**src/rtl/flagreg_pkg.sv**
```systemverilog
// flagreg_pkg: command codes, flag bit positions and the per-command update
// mask shared by the flag register and its helpers.
// Assumes an 8-bit flag byte whose bit positions are fixed by the CPU.
package flagreg_pkg;
    localparam int FLAG_W = 8;
    localparam int DATA_W = 8;
    localparam int NIB_W  = DATA_W / 2;

    localparam int POS_S = 7;
    localparam int POS_X = 6;
    localparam int POS_H = 5;
    localparam int POS_I = 4;
    localparam int POS_N = 3;
    localparam int POS_Z = 2;
    localparam int POS_V = 1;
    localparam int POS_C = 0;

    typedef enum logic [3:0] {
        OP_IDLE    = 4'd0,
        OP_ADD     = 4'd1,
        OP_ADD_C   = 4'd2,
        OP_ACC_SUM = 4'd3,
        OP_SUB     = 4'd4,
        OP_SUB_C   = 4'd5,
        OP_PASS    = 4'd6,
        OP_DEC_ADJ = 4'd7,
        OP_LOAD    = 4'd8,
        OP_SET_M   = 4'd9,
        OP_CLR_M   = 4'd10
    } op_e;

    // Flags that each arithmetic class is allowed to rewrite.
    function automatic logic [FLAG_W-1:0] upd_mask(op_e op);
        logic [FLAG_W-1:0] m;
        m = '0;
        case (op)
            OP_ADD, OP_ADD_C, OP_ACC_SUM: begin
                m[POS_H] = 1'b1; m[POS_N] = 1'b1; m[POS_Z] = 1'b1;
                m[POS_V] = 1'b1; m[POS_C] = 1'b1;
            end
            OP_SUB, OP_SUB_C: begin
                m[POS_N] = 1'b1; m[POS_Z] = 1'b1;
                m[POS_V] = 1'b1; m[POS_C] = 1'b1;
            end
            OP_PASS: begin
                m[POS_N] = 1'b1; m[POS_Z] = 1'b1; m[POS_V] = 1'b1;
            end
            OP_DEC_ADJ: begin
                m[POS_N] = 1'b1; m[POS_Z] = 1'b1; m[POS_C] = 1'b1;
            end
            default: m = '0;
        endcase
        return m;
    endfunction

    // True for any command that changes nothing.
    function automatic logic is_idle(logic [3:0] code);
        return (code == 4'd0) || (code > 4'd10);
    endfunction
endpackage

```
**src/rtl/arith_flags.sv**
```systemverilog
// arith_flags: 8-bit add / subtract / pass-through step and the flag values
// it produces. Purely combinational. Assumes the caller picks which flags
// to keep through the update mask from flagreg_pkg.
module arith_flags
    import flagreg_pkg::*;
(
    input  op_e               op,
    input  logic [DATA_W-1:0] a,
    input  logic [DATA_W-1:0] b,
    input  logic              c_in,
    output logic [DATA_W-1:0] result,
    output logic              h_out,
    output logic              n_out,
    output logic              z_out,
    output logic              v_out,
    output logic              c_out
);
    logic [DATA_W:0]  sum_w;
    logic [DATA_W:0]  dif_w;
    logic [NIB_W:0]   low_sum;
    logic             carry_in;
    logic             a_msb, b_msb, r_msb;

    // Carry or borrow input: only the with-carry forms consume C.
    always_comb carry_in = (op == OP_ADD_C || op == OP_SUB_C) ? c_in : 1'b0;

    // Wide sum, wide difference and the low-nibble sum for the half carry.
    always_comb begin
        sum_w   = {1'b0, a} + {1'b0, b} + {{DATA_W{1'b0}}, carry_in};
        dif_w   = {1'b0, a} - {1'b0, b} - {{DATA_W{1'b0}}, carry_in};
        low_sum = {1'b0, a[NIB_W-1:0]} + {1'b0, b[NIB_W-1:0]}
                + {{NIB_W{1'b0}}, carry_in};
    end

    // Select the result for the class.
    always_comb begin
        case (op)
            OP_ADD, OP_ADD_C, OP_ACC_SUM: result = sum_w[DATA_W-1:0];
            OP_SUB, OP_SUB_C:             result = dif_w[DATA_W-1:0];
            OP_PASS:                      result = a;
            default:                      result = '0;
        endcase
    end

    // Flag values derived from operands and result.
    always_comb begin
        a_msb = a[DATA_W-1];
        b_msb = b[DATA_W-1];
        r_msb = result[DATA_W-1];
        n_out = r_msb;
        z_out = (result == '0);
        h_out = low_sum[NIB_W];
        case (op)
            OP_SUB, OP_SUB_C: begin
                v_out = (a_msb & ~b_msb & ~r_msb) | (~a_msb & b_msb & r_msb);
                c_out = dif_w[DATA_W];
            end
            OP_PASS: begin
                v_out = 1'b0;
                c_out = 1'b0;
            end
            default: begin
                v_out = (a_msb & b_msb & ~r_msb) | (~a_msb & ~b_msb & r_msb);
                c_out = sum_w[DATA_W];
            end
        endcase
    end
endmodule

```
**src/rtl/decimal_fix.sv**
```systemverilog
// decimal_fix: corrects a binary sum of two BCD bytes into a valid
// two-digit BCD value from the half-carry and carry flags. Combinational.
// Assumes the input is the accumulator right after a byte addition.
module decimal_fix
    import flagreg_pkg::*;
(
    input  logic [DATA_W-1:0] val,
    input  logic              h_in,
    input  logic              c_in,
    output logic [DATA_W-1:0] fixed,
    output logic              c_out
);
    localparam logic [NIB_W-1:0]  DIGIT_MAX = NIB_W'(9);
    localparam logic [DATA_W-1:0] LOW_CORR  = DATA_W'(8'h06);
    localparam logic [DATA_W-1:0] HIGH_CORR = DATA_W'(8'h60);

    logic [NIB_W-1:0] lo_dig, hi_dig;
    logic             fix_lo, fix_hi;

    // Decide which digit corrections apply.
    always_comb begin
        lo_dig = val[NIB_W-1:0];
        hi_dig = val[DATA_W-1:NIB_W];
        fix_lo = h_in || (lo_dig > DIGIT_MAX);
        fix_hi = c_in || (hi_dig > DIGIT_MAX)
              || ((hi_dig == DIGIT_MAX) && (lo_dig > DIGIT_MAX));
    end

    // Apply the corrections; carry reports the upper one.
    always_comb begin
        fixed = val + (fix_lo ? LOW_CORR : '0) + (fix_hi ? HIGH_CORR : '0);
        c_out = fix_hi;
    end
endmodule

```
**src/rtl/req_gate.sv**
```systemverilog
// req_gate: qualifies the STOP request, the non-maskable line and each
// maskable line with the matching control bit. Combinational.
// Assumes a control bit value of 1 means "blocked".
module req_gate #(
    parameter int NUM_IRQ = 4
) (
    input  logic               stop_block,
    input  logic               nmi_block,
    input  logic               irq_block,
    input  logic               stop_req,
    input  logic               nmi_req,
    input  logic [NUM_IRQ-1:0] irq_req,
    output logic               stop_go,
    output logic               nmi_pass,
    output logic [NUM_IRQ-1:0] irq_pass
);
    // Single-line gates.
    always_comb begin
        stop_go  = stop_req & ~stop_block;
        nmi_pass = nmi_req & ~nmi_block;
    end

    // One gate per maskable line.
    for (genvar g = 0; g < NUM_IRQ; g++) begin : g_irq
        always_comb irq_pass[g] = irq_req[g] & ~irq_block;
    end

    // Blocked requests must never pass.
    always_comb begin
        p_stop_blocked_r9: assert (!(stop_block && stop_go));
        p_nmi_blocked_r9:  assert (!(nmi_block && nmi_pass));
        p_irq_blocked_r9:  assert (!(irq_block && (irq_pass != '0)));
    end
endmodule

```
**src/rtl/status_flags_reg.sv**
```systemverilog
// status_flags_reg: the CPU's eight-bit flag register. It applies one command
// per cycle (arithmetic class, load, set mask or clear mask) and gates STOP
// and both interrupt classes from the control bits.
// Assumes commands arrive from the sequencer already decoded into op_code.
module status_flags_reg
    import flagreg_pkg::*;
#(
    parameter int NUM_IRQ = 4
) (
    input  logic               clk,
    input  logic               rst_n,
    input  logic [3:0]         op_code,
    input  logic [7:0]         opnd_a,
    input  logic [7:0]         opnd_b,
    input  logic [7:0]         reg_val,
    input  logic               stop_req,
    input  logic               nmi_req,
    input  logic [NUM_IRQ-1:0] irq_req,
    output logic [7:0]         flags,
    output logic [7:0]         alu_result,
    output logic               stop_go,
    output logic               nmi_pass,
    output logic [NUM_IRQ-1:0] irq_pass
);
    op_e               op_cur;
    logic [FLAG_W-1:0] flags_q, flags_d, calc_v, mask_v;
    logic [DATA_W-1:0] ar_res, dj_res;
    logic              ar_h, ar_n, ar_z, ar_v, ar_c, dj_c;

    // Decode the raw command.
    always_comb op_cur = op_e'(op_code);

    arith_flags u_arith (
        .op     (op_cur),
        .a      (opnd_a),
        .b      (opnd_b),
        .c_in   (flags_q[POS_C]),
        .result (ar_res),
        .h_out  (ar_h),
        .n_out  (ar_n),
        .z_out  (ar_z),
        .v_out  (ar_v),
        .c_out  (ar_c)
    );

    decimal_fix u_dadj (
        .val   (opnd_a),
        .h_in  (flags_q[POS_H]),
        .c_in  (flags_q[POS_C]),
        .fixed (dj_res),
        .c_out (dj_c)
    );

    // Computed flag candidates and the visible result.
    always_comb begin
        calc_v = flags_q;
        mask_v = upd_mask(op_cur);
        if (op_cur == OP_DEC_ADJ) begin
            alu_result    = dj_res;
            calc_v[POS_N] = dj_res[DATA_W-1];
            calc_v[POS_Z] = (dj_res == '0);
            calc_v[POS_C] = dj_c;
        end else begin
            alu_result    = ar_res;
            calc_v[POS_H] = ar_h;
            calc_v[POS_N] = ar_n;
            calc_v[POS_Z] = ar_z;
            calc_v[POS_V] = ar_v;
            calc_v[POS_C] = ar_c;
        end
    end

    // Next flag byte: register commands first, else masked per-bit merge.
    always_comb begin
        flags_d = flags_q;
        case (op_cur)
            OP_LOAD: begin
                flags_d        = reg_val;
                flags_d[POS_X] = flags_q[POS_X] & reg_val[POS_X];
            end
            OP_SET_M: begin
                flags_d        = flags_q | reg_val;
                flags_d[POS_X] = flags_q[POS_X];
            end
            OP_CLR_M: flags_d = flags_q & ~reg_val;
            default: begin
                for (int i = 0; i < FLAG_W; i++)
                    flags_d[i] = mask_v[i] ? calc_v[i] : flags_q[i];
            end
        endcase
    end

    // Flag storage; reset forces only the three control bits.
    always_ff @(posedge clk) begin
        if (!rst_n) begin
            flags_q[POS_S] <= 1'b1;
            flags_q[POS_X] <= 1'b1;
            flags_q[POS_I] <= 1'b1;
        end else begin
            flags_q <= flags_d;
        end
    end

    always_comb flags = flags_q;

    req_gate #(.NUM_IRQ(NUM_IRQ)) u_gate (
        .stop_block (flags_q[POS_S]),
        .nmi_block  (flags_q[POS_X]),
        .irq_block  (flags_q[POS_I]),
        .stop_req   (stop_req),
        .nmi_req    (nmi_req),
        .irq_req    (irq_req),
        .stop_go    (stop_go),
        .nmi_pass   (nmi_pass),
        .irq_pass   (irq_pass)
    );

    // First cycle out of reset shows all three control bits set.
    p_reset_masks_r1: assert property (@(posedge clk) disable iff (!rst_n)
        $rose(rst_n) |-> (flags_q[POS_S] && flags_q[POS_X] && flags_q[POS_I]));

    // X only rises through reset.
    p_x_no_rise_r2: assert property (@(posedge clk) disable iff (!rst_n)
        $rose(flags_q[POS_X]) |-> $past(!rst_n));

    // Subtract, pass-through and decimal adjust leave H alone.
    p_h_hold_r5: assert property (@(posedge clk) disable iff (!rst_n)
        (op_cur inside {OP_SUB, OP_SUB_C, OP_PASS, OP_DEC_ADJ}) |=> $stable(flags_q[POS_H]));

    // Decimal adjust never clears a set carry.
    p_dadj_carry_r7: assert property (@(posedge clk) disable iff (!rst_n)
        (op_cur == OP_DEC_ADJ && flags_q[POS_C]) |=> flags_q[POS_C]);

    // Idle and unused codes hold every flag.
    p_idle_hold_r8: assert property (@(posedge clk) disable iff (!rst_n)
        is_idle(op_code) |=> $stable(flags_q));
endmodule

```
**config.mk**
```make
export PLATFORM = sky130hd
export DESIGN_NAME = status_flags_reg
export DESIGN_NICKNAME = d
export VERILOG_FILES = /design/src/rtl/flagreg_pkg.sv /design/src/rtl/arith_flags.sv /design/src/rtl/decimal_fix.sv /design/src/rtl/req_gate.sv /design/src/rtl/status_flags_reg.sv
export SDC_FILE = /design/constraint.sdc
export NUM_CORES = 1
export LEC_CHECK = 0
export ABC_AREA = 1
export BUFFER_PORTS_ARGS = -buffer_cell sky130_fd_sc_hd__clkbuf_2
export CORE_MARGIN = 1.5
export CORE_UTILIZATION = 58
export CTS_CLUSTER_SIZE = 8
export DETAILED_ROUTE_END_ITERATION = 8
export PLACE_DENSITY = 0.91
export SETUP_SLACK_MARGIN = 0.4
export SLEW_MARGIN = 20
export SYNTH_ARGS = -nofsm -noshare
export SYNTH_HDL_FRONTEND = slang
export SYNTH_SLANG_ARGS = --single-unit
export TNS_END_PERCENT = 30
```
**constraint.sdc**
```tcl
create_clock -name clk -period 8.3 [get_ports clk]
set_input_delay 1.245 -clock clk [delete_from_list [all_inputs] [get_ports clk]]
set_output_delay 1.245 -clock clk [all_outputs]
set_load 0.02 [all_outputs]
```
==> impl_metrics.env <==
export IMPL_cts_resized=0
export IMPL_ys_warn_count=0
export IMPL_maxCapViolations=0
export IMPL_crit_family="adder cells"
export IMPL_cp_start_kind="input pin"
export IMPL_critPathArrivalTime_ps=3680
export IMPL_worstMarginPinSlew_ps=452
export IMPL_rows=21
export IMPL_synth_area_um2=2130
export IMPL_synth_xor_area_share_pct=3.29
export IMPL_hpwl_um=4510
export IMPL_vias=2369
export IMPL_tns_ps=0
export IMPL_cts_tree="built"
export IMPL_die_w_um=63.6
export IMPL_critical_path_class="in -> out"
export IMPL_crit_required_ps=7050
export IMPL_hold_class="reg -> reg"
export IMPL_nNetsFinal=462
export IMPL_finalSetupViolCount=0
export IMPL_crit_start="op_code[1]"
export IMPL_routedWlPerCell_um=12.4
export IMPL_grt_pass1_vias=2054
export IMPL_clock_tree_root_cell="clkbuf_8"
export IMPL_synth_mux_area_fraction_pct=0
export IMPL_final_max_slew_viol_count=0
export IMPL_status="complete, no violations"
export IMPL_met3_usage_pct=2.86
export IMPL_ctsHoldBuffers=0
export IMPL_crit_slowest_cell="fa_1"
export IMPL_ir_drop_v=0.0000604
export IMPL_area_delta_synth_final_pct=15.9
export IMPL_path_clk_slew_ps=40
export IMPL_core_um2=3440
export IMPL_place_gp_congestion=0.932
export IMPL_timing_critical_path_slowest_cell_delay_ps=440
export IMPL_met2_usage_pct=45.4
export IMPL_globalRouteMet1Util_pct=37.4
export IMPL_synthCells=338
export IMPL_synth_top_family_by_area="simple AND/OR/NAND/NOR gates"
export IMPL_initial_utilization_pct=61.9
export IMPL_ys_ff_latch=8
export IMPL_clock_sinks=8
export IMPL_pre_cts_ws_ps=3390
export IMPL_antenna_left=0
export IMPL_placedCellCount=435
export IMPL_largest_reg_flops=8
export IMPL_rsz0062_at_grt="false"
export IMPL_antenna_found_initial=0
export IMPL_postRouteWirelength_um=5450
export IMPL_fin_crit_sh_pct=59.3
export IMPL_fmax_mhz=203
export IMPL_crit_buf_inv=2
export IMPL_cts_max_path_buffers=2
export IMPL_die_area_um2=4050
export IMPL_port_buffers=57
export IMPL_cp_common_cell="nand2_1"
export IMPL_post_cts_buffers=0
export IMPL_synth_compound_area_share_pct=13.2
export IMPL_utilization_pct=71.8
export IMPL_grt_overflow_total=0
export IMPL_worst_hold_slack_ps=463
export IMPL_grt_start_max_net_pins=11
export IMPL_hold_start="flags[6]"
export IMPL_grt_pass1_wl_um=8850
export IMPL_n_antenna_cell=0
export IMPL_numCtsBuffers=3
export IMPL_reg2reg_from="flags[0]"
export IMPL_drive_gt1_share_pct=24.4
export IMPL_post_synth_cell_area_avg_um2=6.30
export IMPL_syn_nets=406
export IMPL_worstSkewPairLatency_ps=240
export IMPL_critPathMaxFanout=7
export IMPL_ys_seq_area_share_pct=9.86
export IMPL_worst_slack_ps=3380
export IMPL_die_h_um=63.6
export IMPL_track_usage_pct=27.4
export IMPL_synthSimpleGateAreaFrac_pct=38.3
export IMPL_grt_busiest_layer="met2"
export IMPL_path_cells="clkbuf_2 -> nand2_2 -> o21ai_0 -> nand2_1 -> fa_1 -> fa_1 -> o21ai_2 -> nand2_1 -> nand2_1 -> nand2_1 -> nand2_1 -> nand3_1 -> nand3_1 -> o21bai_1 -> clkbuf_2"
export IMPL_worst_clock_skew_ps=7.86
export IMPL_io_pin_count=58
export IMPL_dr_pass1_iters=5
export IMPL_min_period_ps=4920
export IMPL_drc=0
export IMPL_final_hold_viol_count=0
export IMPL_power_density_nw_per_um2=103
export IMPL_synthDistinctLibCells=38
export IMPL_max_slew_margin_pct=69.8
export IMPL_via_per_inst=5.40
export IMPL_htreeDepth=1
export IMPL_synthAdderAreaFrac_pct=20.6
export IMPL_leakage_nw=1.42
export IMPL_end_kind="output port"
export IMPL_finalNonFillerCells=439
export IMPL_drt_iter0_drc=169
cell type report:
| type | count | area (µm²) |
|---|---|---|
| Multi-Input combinational cell | 254 | 1610 |
| Timing Repair Buffer | 57 | 285 |
| Inverter | 70 | 265 |
| Tap cell | 46 | 57.6 |
| Clock buffer | 4 | 45.0 |
| Sequential cell | 8 | 210 |
| Fill cell | 300 | 972 |
metal layers:
layer  up-vias  share of wire, %
met5         -                 0
met3         6               6.9
met2       110                47
met4         0              0.75
li1       1183                 -
met1      1070                45
stage by stage:
step                      instance area, µm²  total power [mW]
after floorplan                         2130             0.160
after global placement                  2420             0.196
after detailed placement                2420             0.200
after CTS                               2470             0.252
after global routing                    2470             0.274
final                                   2470             0.253
worst min-delay path, delay by kind of cell (launching register included):
family | cells | cell delay [ps]
DFF | 1 | 310
and+or+nand+nor | 2 | 100
worst paths after layout:
path | endpoint | slack [ps] | depth (start not counted)
max reg2reg | flags[1] | 5620 | 17
min reg2reg | flags[6] | 460 | 2
max | alu_result[6] | 3380 | 15
min | flags[6] | 460 | 2
cell usage after synthesis:
library cell	instances	area share, %
nand4_1	6	1.8
a21oi_2	4	1.6
nor2_4	5	2.6
o211ai_1	3	1.1
edfxtp_1	5	7.0
dfxtp_1	3	2.8
inv_2	10	1.8
nand3b_1	4	1.4
o21bai_1	3	1.1
nor2_8	1	0.94
nor2_1	39	6.9
buf_6	1	0.53
ha_1	27	16
nand2_2	5	1.5
nor3_1	1	0.23
o221ai_1	1	0.41
inv_4	1	0.29
nand3_1	24	5.6
fa_1	5	4.7
inv_1	59	10
o21ai_1	2	0.47
o21a_1	1	0.35
a31o_2	1	0.41
nand3_2	2	0.94
nand3_4	1	0.82
a21oi_1	9	2.1
or2_2	2	0.59
xor2_1	6	2.5
xnor2_1	2	0.82
o21ai_2	1	0.41
o21ai_0	7	1.6
a21o_1	2	0.70
nand2_1	79	14
nor2_2	2	0.59
a221o_1	1	0.47
a211oi_1	7	2.5
nand2_4	1	0.53
buf_4	5	1.8
kinds of logic after synthesis:
group | Yosys count
flip-flops | 8
AND/OR/NAND/NOR | 172
AO/OA/AOI/OAI | 42
adder cells (fa/ha/maj) | 32
buffers and inverters | 76
XOR/XNOR | 8
power breakdown:
part	switching [mW]	internal [mW]	total (mW)
combinational	0.0965	0.0564	0.153
clock	0.0183	0.0335	0.0518
sequential	0.00223	0.0464	0.0486
cells in the final DEF (no fill, tap or decap), types with 2 or more instances in the layout:
cell and count:
a211oi_1 7, a21o_1 2, a21oi_1 9, a21oi_2 4
clkbuf_2 57, clkbuf_8 3, dfxtp_1 3, edfxtp_1 5
fa_1 5, ha_1 27, inv_1 59, inv_2 10
nand2_1 79, nand2_2 5, nand3_1 24, nand3_2 2
nand3b_1 4, nand4_1 6, nor2_1 39, nor2_2 2
nor2_4 5, o211ai_1 3, o21ai_0 7, o21ai_1 2
o21bai_1 3, or2_2 2, xnor2_1 2, xor2_1 6
Note: power is estimated with default switching activity, not from simulation.
